File: config.mk
export PLATFORM = sky130hd
export DESIGN_NAME = serial_result_port
export DESIGN_NICKNAME = d
export VERILOG_FILES = /design/src/rtl/serial_port_pkg.sv /design/src/rtl/sp_sync_edge.sv /design/src/rtl/sp_shifter.sv /design/src/rtl/sp_ready_ctrl.sv /design/src/rtl/serial_result_port.sv
export SDC_FILE = /design/constraint.sdc
export NUM_CORES = 1
export LEC_CHECK = 0
export BUFFER_PORTS_ARGS = -buffer_cell sky130_fd_sc_hd__clkbuf_2
export CAP_MARGIN = 20
export CELL_PAD_IN_SITES_DETAIL_PLACEMENT = 1
export CELL_PAD_IN_SITES_GLOBAL_PLACEMENT = 1
export CORE_MARGIN = 3
export CORE_UTILIZATION = 44
export DETAILED_ROUTE_END_ITERATION = 10
export PLACE_DENSITY_LB_ADDON = 0.1
export SLEW_MARGIN = 10
export SYNTH_ARGS = -nofsm -noshare
export SYNTH_HDL_FRONTEND = slang
export SYNTH_SLANG_ARGS = --single-unit
File: constraint.sdc
create_clock -name clk -period 1.75 [get_ports clk]
set_clock_uncertainty 0.15 [all_clocks]
set_input_delay 0.525 -clock clk [delete_from_list [all_inputs] [get_ports clk]]
set_output_delay 0.525 -clock clk [all_outputs]
set_load 0.01 [all_outputs]
File: src/rtl/serial_port_pkg.sv
package serial_port_pkg;

  // Events seen in the system clock domain after synchronisation.
  typedef struct packed {
    logic sclk_fall;  // falling edge of the serial clock
    logic act_now;    // frame asserted in the latest sample
    logic act_prev;   // frame asserted in the sample before
  } sp_event_t;

endpackage

File: src/rtl/sp_sync_edge.sv
module sp_sync_edge
  import serial_port_pkg::*;
#(
  parameter int STAGES = 2
) (
  input  logic      clk,
  input  logic      rst_n,
  input  logic      sclk_raw,
  input  logic      frame_n_raw,
  output sp_event_t ev
);

  logic [STAGES-1:0] sclk_q, sclk_d;
  logic [STAGES-1:0] frm_q, frm_d;
  logic              sclk_last_q, act_last_q;

  generate
    for (genvar g = 0; g < STAGES; g++) begin : g_stage
      if (g == 0) begin : g_first
        assign sclk_d[g] = sclk_raw;
        assign frm_d[g]  = frame_n_raw;
      end else begin : g_next
        assign sclk_d[g] = sclk_q[g-1];
        assign frm_d[g]  = frm_q[g-1];
      end
    end
  endgenerate

  always_ff @(posedge clk or negedge rst_n) begin
    if (!rst_n) begin
      sclk_q      <= '0;
      frm_q       <= '1;
      sclk_last_q <= 1'b0;
      act_last_q  <= 1'b0;
    end else begin
      sclk_q      <= sclk_d;
      frm_q       <= frm_d;
      sclk_last_q <= sclk_q[STAGES-1];
      act_last_q  <= ~frm_q[STAGES-1];
    end
  end

  always_comb begin
    ev.sclk_fall = sclk_last_q & ~sclk_q[STAGES-1];
    ev.act_now   = ~frm_q[STAGES-1];
    ev.act_prev  = act_last_q;
  end

endmodule

File: src/rtl/sp_shifter.sv
module sp_shifter #(
  parameter int DATA_W = 24,
  localparam int CW    = (DATA_W > 1) ? $clog2(DATA_W) : 1
) (
  input  logic              clk,
  input  logic              rst_n,
  input  logic              load,
  input  logic [DATA_W-1:0] load_word,
  input  logic              shift_en,
  output logic              msb_next,
  output logic [CW-1:0]     bit_cnt,
  output logic              at_last
);

  logic [DATA_W-1:0] sh_q, sh_d;
  logic [CW-1:0]     cnt_q, cnt_d;

  assign at_last = (cnt_q == CW'(DATA_W - 1));

  always_comb begin
    sh_d  = sh_q;
    cnt_d = cnt_q;
    if (load) begin
      sh_d  = load_word;
      cnt_d = '0;
    end else if (shift_en) begin
      if (at_last) begin
        cnt_d = '0;                         // word-ending edge
      end else begin
        sh_d  = {sh_q[DATA_W-2:0], 1'b0};
        cnt_d = cnt_q + 1'b1;
      end
    end
  end

  always_ff @(posedge clk or negedge rst_n) begin
    if (!rst_n) begin
      sh_q  <= '0;
      cnt_q <= '0;
    end else begin
      sh_q  <= sh_d;
      cnt_q <= cnt_d;
    end
  end

  assign msb_next = sh_d[DATA_W-1];
  assign bit_cnt  = cnt_q;

endmodule

File: src/rtl/sp_ready_ctrl.sv
module sp_ready_ctrl
  import serial_port_pkg::*;
#(
  parameter int DATA_W = 24,
  localparam int CW    = (DATA_W > 1) ? $clog2(DATA_W) : 1
) (
  input  logic              clk,
  input  logic              rst_n,
  input  sp_event_t         ev,
  input  logic              result_valid,
  input  logic [DATA_W-1:0] result_data,
  input  logic [CW-1:0]     bit_cnt,
  input  logic              at_last,
  output logic              load,
  output logic [DATA_W-1:0] load_word,
  output logic              shift_en,
  output logic              ready_n_next,
  output logic              ready_n
);

  logic              rdy_n_q;
  logic              pend_q, pend_d;
  logic [DATA_W-1:0] pword_q, pword_d;
  logic              busy, finish;

  always_comb begin
    // The frame sampled before the edge qualifies it: the frame only
    // changes while the clock is low, so that sample is settled.
    shift_en     = ev.sclk_fall & ev.act_prev & ~rdy_n_q;
    finish       = shift_en & at_last;
    busy         = ~rdy_n_q & ((bit_cnt != '0) | ev.act_now | ev.act_prev);
    load         = (result_valid | pend_q) & ~busy;
    load_word    = result_valid ? result_data : pword_q;
    ready_n_next = rdy_n_q;
    if (load)        ready_n_next = 1'b0;
    else if (finish) ready_n_next = 1'b1;
    pend_d  = pend_q;
    pword_d = pword_q;
    if (result_valid && busy) begin
      pend_d  = 1'b1;
      pword_d = result_data;
    end else if (load) begin
      pend_d  = 1'b0;
    end
  end

  always_ff @(posedge clk or negedge rst_n) begin
    if (!rst_n) begin
      rdy_n_q <= 1'b1;
      pend_q  <= 1'b0;
      pword_q <= '0;
    end else begin
      rdy_n_q <= ready_n_next;
      pend_q  <= pend_d;
      if (result_valid && busy) pword_q <= pword_d;
    end
  end

  assign ready_n = rdy_n_q;

endmodule

File: src/rtl/serial_result_port.sv
module serial_result_port
  import serial_port_pkg::*;
#(
  parameter int DATA_W      = 24,
  parameter int SYNC_STAGES = 2,
  localparam int CW         = (DATA_W > 1) ? $clog2(DATA_W) : 1
) (
  input  logic              clk,
  input  logic              rst_n,
  input  logic              result_valid,
  input  logic [DATA_W-1:0] result_data,
  input  logic              sclk,
  input  logic              frame_n,
  output logic              sdata_out,
  output logic              sdata_oe,
  output logic              ready_n
);

  sp_event_t         ev_s;
  logic              load, shift_en, msb_next, at_last, rdy_n_next;
  logic [DATA_W-1:0] load_word;
  logic [CW-1:0]     bit_cnt;
  logic              oe_d, dout_d, oe_q, dout_q;

  sp_sync_edge #(.STAGES(SYNC_STAGES)) u_sync (
    .clk(clk), .rst_n(rst_n), .sclk_raw(sclk), .frame_n_raw(frame_n), .ev(ev_s)
  );

  sp_shifter #(.DATA_W(DATA_W)) u_shift (
    .clk(clk), .rst_n(rst_n), .load(load), .load_word(load_word),
    .shift_en(shift_en), .msb_next(msb_next), .bit_cnt(bit_cnt), .at_last(at_last)
  );

  sp_ready_ctrl #(.DATA_W(DATA_W)) u_ctrl (
    .clk(clk), .rst_n(rst_n), .ev(ev_s), .result_valid(result_valid),
    .result_data(result_data), .bit_cnt(bit_cnt), .at_last(at_last),
    .load(load), .load_word(load_word), .shift_en(shift_en),
    .ready_n_next(rdy_n_next), .ready_n(ready_n)
  );

  always_comb begin
    oe_d   = ev_s.act_now & ~rdy_n_next;
    dout_d = oe_d & msb_next;
  end

  always_ff @(posedge clk or negedge rst_n) begin
    if (!rst_n) begin
      oe_q   <= 1'b0;
      dout_q <= 1'b0;
    end else begin
      oe_q   <= oe_d;
      dout_q <= dout_d;
    end
  end

  assign sdata_oe  = oe_q;
  assign sdata_out = dout_q;

endmodule

# --- Word-level counts from Yosys, hierarchy flattened ---
# Index checks and enable logic that the tools add are counted.
totals:
  regBits: 63
  input_bits: 29
  out_inout_bits: 3
  word_cells: 47
op_classes:
  add_sub_neg: 1
  n_eq_ne: 2
  muxes: 11
  bitwise: 16
  reduce_logical: 5
op_table:
  columns: ["cell", "n"]
  rows:
  - ["two-way mux 24 bit", 4]
  - ["two-way mux 5 bit", 3]
  - ["AND 1 bit", 8]
  - ["adder 5 x 1 -> 5 bit, second input constant", 1]
  - ["== test 5 bit, second input constant", 1]
  - ["inverter 1 bit", 5]
  - ["nonzero test 5 bit", 1]
  - ["two-way mux 1 bit", 4]
  - ["nonzero test 2 bit", 2]
  - ["OR 1 bit", 3]
  - ["!= test 2 bit, second input constant", 1]
  - ["AND reduction 2 bit", 1]
  - ["logical AND 1 bit", 1]

# --- Longest topological paths before layout ---
depth:
  word_depth: 10
  depth_mapped: 7
  mapped_depth_nobuf: 5

# --- Cells and area by module ---
# From an unflattened synthesis, not the netlist that was laid out.
hier_totals:
  cells_unflattened: 262
  hier_area_um2: 3116.7
modules_own_cells:
  columns: ["module", "instances", "cells_per_inst", "area_each_um2", "seq_area_each_um2"]
  rows:
  - ["sp_shifter", 1, 158, 1471.4, 725.7]
  - ["sp_ready_ctrl", 1, 91, 1402.6, 651.9]
  - ["sp_sync_edge", 1, 9, 177.7, 152.6]
  - ["serial_result_port", 1, 4, 65.1, 50.0]

# --- Least setup slack after synthesis ---
# Ideal clock, no wire load.
synth_path:
  path_kind: "register to register"
  startpoint: "reg u_shift.cnt_q[3], in the netlist u_shift.bit_cnt[3]"
  endpoint: "reg u_ctrl.pword_q[0]"
  setup_ns: 0.125
  arrival_ns: 1.603
  required_ns: 1.475
  setup_slack_ns: -0.128
  path_stages_with_launch: 7
  n_path_buf: 2
  synth_period_minus_slack_ns: 1.878
  cell_sequence: "dfrtp_1 > nor4_4 > a31oi_4 > and2_4 > buf_6 > buf_12 > mux2_4"
synth_between:
  elab_chain_cells: 5
synth_lines:
  columns: ["element", "line", "text"]
  rows:
  - ["from (decl)", "sp_shifter.sv:16", "logic [CW-1:0] cnt_q, cnt_d;"]
  - ["from (signal assigned)", "sp_shifter.sv:42", "cnt_q <= cnt_d;"]
  - ["nonzero test 5 bit", "sp_ready_ctrl.sv:31", "busy = ~rdy_n_q & ((bit_cnt != '0) | ev.act_now | ev.act_prev);"]
  - ["OR 1 bit (2 in series)", "sp_ready_ctrl.sv:31", null]
  - ["AND 1 bit", "sp_ready_ctrl.sv:31", null]
  - ["logical AND 1 bit", "sp_ready_ctrl.sv:39, sp_ready_ctrl.sv:55", null]
  - ["to (signal assigned)", "sp_ready_ctrl.sv:55", "if (result_valid && busy) pword_q <= pword_d;"]
  - ["to (decl)", "sp_ready_ctrl.sv:23", "logic [DATA_W-1:0] pword_q, pword_d;"]
# Every way passes these cells.
# A chain may end at the register's enable or synchronous reset.

# --- Final worst setup path ---
layout_path:
  startpoint: "reg u_sync.act_last_q"
  endpoint: "reg u_shift.sh_q[8]"
layout_between:
  elab_chain_cells: 6
  word_cells_on_any_way: 10
  classes_between: "eq/ne (1); mux (1); bitwise (6); reduce/logical (2)"
layout_lines:
  columns: ["element", "line", "text"]
  rows:
  - ["from (decl)", "sp_sync_edge.sv:15", "logic sclk_last_q, act_last_q;"]
  - ["from (signal assigned)", "sp_sync_edge.sv:39", "act_last_q <= ~frm_q[STAGES-1];"]
  - ["OR 1 bit", "sp_ready_ctrl.sv:31", null]
  - ["AND 1 bit", "sp_ready_ctrl.sv:31", null]
  - ["inverter 1 bit", "sp_ready_ctrl.sv:32", "load = (result_valid | pend_q) & ~busy;"]
  - ["AND 1 bit", "sp_ready_ctrl.sv:32", null]
  - ["!= test 2 bit (no source line) or nonzero test 2 bit (tied branches)", null, null]
  - ["AND reduction 2 bit (no source line)", null, null]
  - ["to (signal assigned)", "sp_shifter.sv:38", "sh_q <= '0;"]
  - ["to (signal assigned)", "sp_shifter.sv:41", "sh_q <= sh_d;"]
  - ["to (decl)", "sp_shifter.sv:15", "logic [DATA_W-1:0] sh_q, sh_d;"]
# Several ways; a longest one is shown, not always the timed one.

==> run summary <==
YOSYS
------------------------------------------------------------------------------------------
Gate Count Post-Synth .......................................................          210
Leading cell types by count after synthesis ................................. mux2i_1 (69), dfrtp_1 (60), mux2_4 (20)
Synth area leaders .......................................................... dfrtp_1 (50%), mux2i_1 (23%), mux2_4 (10%), dfstp_2 (2.6%), mux2_2 (1.9%)
Count leader, synth .........................................................      mux2i_1
Netlist Area Pre-Place ......................................................     3010 um2
Synthesized-area fraction occupied by ao, oa, aoi and oai cells .............        2.58%
Post-synthesis simple-gate area fraction ....................................        4.95%
Number of synthesized flops with an enable pin ..............................            0
Library cell with the largest summed area after synthesis ...................      dfrtp_1
Xor and xnor fraction of the mapped netlist area ............................       0.291%
Net count of the mapped netlist .............................................          241
Predominant post-synthesis flop cell ........................................      dfrtp_1
Share of synthesized cell area in full adder, half adder and majority cells .       0.831%
Multiplexer area fraction after synthesis ...................................        34.8%
Asr flop ratio synth ........................................................         100%
Synthesized area divided by synthesized cell count ..........................     14.3 um2
Unique masters post-synth ...................................................           33
Share of the synthesized area in the top cell type ..........................        49.9%
Syn. warnings ...............................................................            0
Largest family of logic cells by synthesized area ........................... multiplexers
Sequential-to-total area share from yosys stat ..............................        52.5%
Synthesis-stage register bit count ..........................................           63

CLOCK NETWORK
------------------------------------------------------------------------------------------
Number of levels the H-tree was split into ..................................            3
Total clock buffers created by CTS ..........................................            9
Cts hold-fix bufs ...........................................................            0
Skew-Pair Late Insertion Delay ..............................................      0.34 ns
Largest buffer count on any clock path ......................................            2
Root buffer cell ............................................................     clkbuf_8
Register clock-pin slew on the reported worst setup and hold paths ..........      0.07 ns
Number of clock sinks .......................................................           63
TritonCTS clock tree ........................................................          yes

TIMING
------------------------------------------------------------------------------------------
Maximum achievable frequency ................................................    0.528 GHz
Period utilization ..........................................................         108%
Endpoints failing setup .....................................................           56
Final Critical Period .......................................................      1.89 ns
Final hold violation count ..................................................            0
Smallest hold slack .........................................................    0.0350 ns
Final worst setup slack .....................................................    -0.142 ns
Transition time of the tightest slew-check pin ..............................     0.507 ns
Setup repair after global routing missed its margin .........................         true
Final max-slew violation count ..............................................            0
Worst rel slew slack ........................................................        66.1%

ROUTE
------------------------------------------------------------------------------------------
Initial detailed-routing violation count ....................................           56
Routed len/inst .............................................................      19.0 um
Via-per-instance ratio ......................................................         5.22
Overall via count from detail_route .........................................         1874
Total Wirelength ............................................................      6.83 mm
Remaining antenna violation count ...........................................            0
First-pass iteration count of the detailed router ...........................            4
# DRC .......................................................................            0

STATUS
------------------------------------------------------------------------------------------
Run status .................................................................. complete, but fails checks
Failing checks .............................................................. negative setup slack

SETUP PATH
------------------------------------------------------------------------------------------
Arrival time reported for the critical path endpoint ........................      1.99 ns
Class of the most critical setup path ....................................... flop to flop
Critical Path Source Type ...................................................         flop
Crit path max fanout ........................................................            6
Register-to-register setup slack ............................................     -0.14 ns
Cell count of the worst reg-to-reg path .....................................            7
Setup crit end kind .........................................................         flop
Critical Path RT ............................................................      1.85 ns
Kind of cell with the highest combined delay on the critical path ........... simple AND/OR/NAND/NOR gates
List of cells traversed by the critical path ................................ nor4_4 > a31oi_4 > buf_6 > nor2_4 > buf_6 > buf_12 > mux2i_1
Max stage delay cell, worst path ............................................      dfrtp_1
Largest incremental delay on the critical path ..............................      0.43 ns
R2R Path Start .............................................................. u_sync.act_last_q
Most frequent cell on the critical path .....................................        buf_6
Origin of the worst setup path .............................................. u_sync.act_last_q
Endpoint of the worst register-to-register path ............................. u_shift.sh_q[8]
Number of buffer and inverter instances along the worst setup path ..........            3

PWR
------------------------------------------------------------------------------------------
Total leakage power .........................................................      1.93 nW
Cell Int Power ..............................................................      3.43 mW
Part of the power in the clock network ......................................        23.1%
Power density normalized to cell area .......................................  1260 nW/um2
Fraction of power spent switching nets ......................................        30.3%
Combinational power share ...................................................        31.9%
Relative contribution of sequential cells to total power ....................        45.0%
Reported net switching power ................................................      1.49 mW
Peak supply drop ............................................................     0.573 mV

CELLS AND AREA
------------------------------------------------------------------------------------------
Fill cell total of the finished layout ......................................          640
Fin area ....................................................................     3910 um2
Number of nets in the final layout ..........................................          308
Antenna Cells ...............................................................            0
Layout overhead on the synthesized area .....................................        29.8%
Layout cell share with drive strength beyond 1 ..............................        46.5%

FLOORPLAN
------------------------------------------------------------------------------------------
Die boundary height .........................................................      88.7 um
Width of the die ............................................................      88.7 um
Core region area ............................................................     6490 um2
Starting density of the core ................................................        46.3%
Row count ...................................................................           29
DIE AREA ....................................................................     7870 um2
I/O pin cnt .................................................................           32

GLOBAL ROUTE
------------------------------------------------------------------------------------------
Number of global-route vias before repair ...................................         2206
Antenna violations before repair ............................................            0
GRT Residual Overflow .......................................................            0
Total routing usage reported by global routing ..............................        18.6%
Maximum number of pins on one net before global-route repair ................           64
Global-route wire length before repair ......................................      10.7 mm

RUN
------------------------------------------------------------------------------------------
Maxcap violations ...........................................................            0

PLACE
------------------------------------------------------------------------------------------
Detail Placement HPWL .......................................................      4.19 mm
Final weighted congestion in routability-driven placement ...................        0.778
Standard cell area after detailed placement .................................     3370 um2
Port Buffers ................................................................           31

HOLD PATH
------------------------------------------------------------------------------------------
Worst hold path type ........................................................ primary input to asynchronous set/reset pin

[per-stage QoR]
step                      setup TNS [ns]  total power [mW]  util (%)  setup WS, ns  cells
after floorplan                    -2.55              3.07         -        -0.117    210
after global placement            -0.170              3.36      52.0       -0.0249    325
after detailed placement           -2.35              3.47      52.0        -0.146    325
after CTS                          -3.53              4.78      57.3       -0.0990    349
after global routing               -9.74              5.24      60.2        -0.227    359
final                              -5.85              4.91      60.2        -0.142    359
[layout by cell type (no fill, tap or decap), types with 2 or more instances in the layout]
cell       count
a21oi_1        3
a21oi_2        3
buf_12         8
buf_16         2
buf_4         20
buf_6          5
clkbuf_1       2
clkbuf_16      2
clkbuf_2      30
clkbuf_8      11
clkinv_2       2
dfrtp_1       60
dfstp_2        3
inv_1          2
inv_2          2
mux2_2         4
mux2_4        21
mux2i_1       68
nand2_1        2
nor2_1         3
nor2_2         3
nor2_4         3
nor2b_1        2
o21ai_1        2
[worst reg2reg max path, stage by stage (launching register included)]
cell     delay, ns
dfrtp_1       0.43
nor4_4        0.34
a31oi_4       0.15
buf_6         0.15
nor2_4        0.12
buf_6         0.13
buf_12        0.12
mux2i_1       0.21
[power by group through the flow]
stage                     logic (mW)  clock network (mW)  registers [mW]
after detailed placement        1.26                   0            2.21
after floorplan                0.940                   0            2.12
after global placement          1.18                   0            2.18
after CTS                       1.41                1.17            2.19
after global routing            1.71                1.27            2.26
final                           1.57                1.13            2.21
[how the worst max path moves through the flow]
stage                         endpoint  depth (start not counted)  slack [ns]
floorplan            u_ctrl.pword_q[0]                          6       -0.12
global placement    u_shift.bit_cnt[3]                          5       -0.02
detailed placement  u_shift.bit_cnt[3]                          5       -0.15
CTS                 u_shift.bit_cnt[0]                          6        -0.1
global route          u_shift.sh_q[15]                          7       -0.23
finish                 u_shift.sh_q[8]                          7       -0.14
[cells by family (layout without fill, tap and decap cells)]
| logic type | count (synthesis) | after routing |
|---|---|---|
| XOR/XNOR | 1 | 1 |
| multiplexers | 94 | 94 |
| flip-flops | 63 | 63 |
| AND/OR/NAND/NOR | 23 | 23 |
| buffers and inverters | 16 | 88 |
| AO/OA/AOI/OAI | 11 | 11 |
| adder cells (fa/ha/maj) | 2 | 2 |
[per-layer routing]
| layer | global-route usage [%] | up-vias | wire length [um] |
|---|---|---|---|
| li1 | - | 884 | - |
| met1 | 21.4 | 952 | 2940 |
| met2 | 32.7 | 30 | 3620 |
| met3 | 5.12 | 8 | 189 |
| met4 | 7.01 | 0 | 82 |
| met5 | 0 | - | 0 |
[sequential cells by signal (all words and copies together), names as in the netlist]
signal and cells:
sdata_oe 1, u_ctrl.pword_q 24, u_shift.sh_q 24, u_shift.bit_cnt 5, u_sync.sclk_q 2, u_sync.sclk_last_q 1
sdata_out 1, u_ctrl.ready_n 1, u_ctrl.pend_q 1, u_sync.frm_q 2, u_sync.act_last_q 1
[cell type report]
cell class	instances	area (um2)	share of cell area, %
inverters	4	15.0	0.384
flip-flops and latches	63	1580	40.4
well taps	77	96.3	2.46
clock buffers	13	159	4.07
repair buffers	68	637	16.3
clock inverters	3	17.5	0.448
multi-input cells	131	1400	35.9
[what timing repair did]
action	4_1_cts	5_1_grt
endpoints found under the setup margin	52	56
resized for setup	11	23
setup buffers	6	8
pin swaps	1	4
gates cloned	2	2
Power figures use the tool's default switching activity.
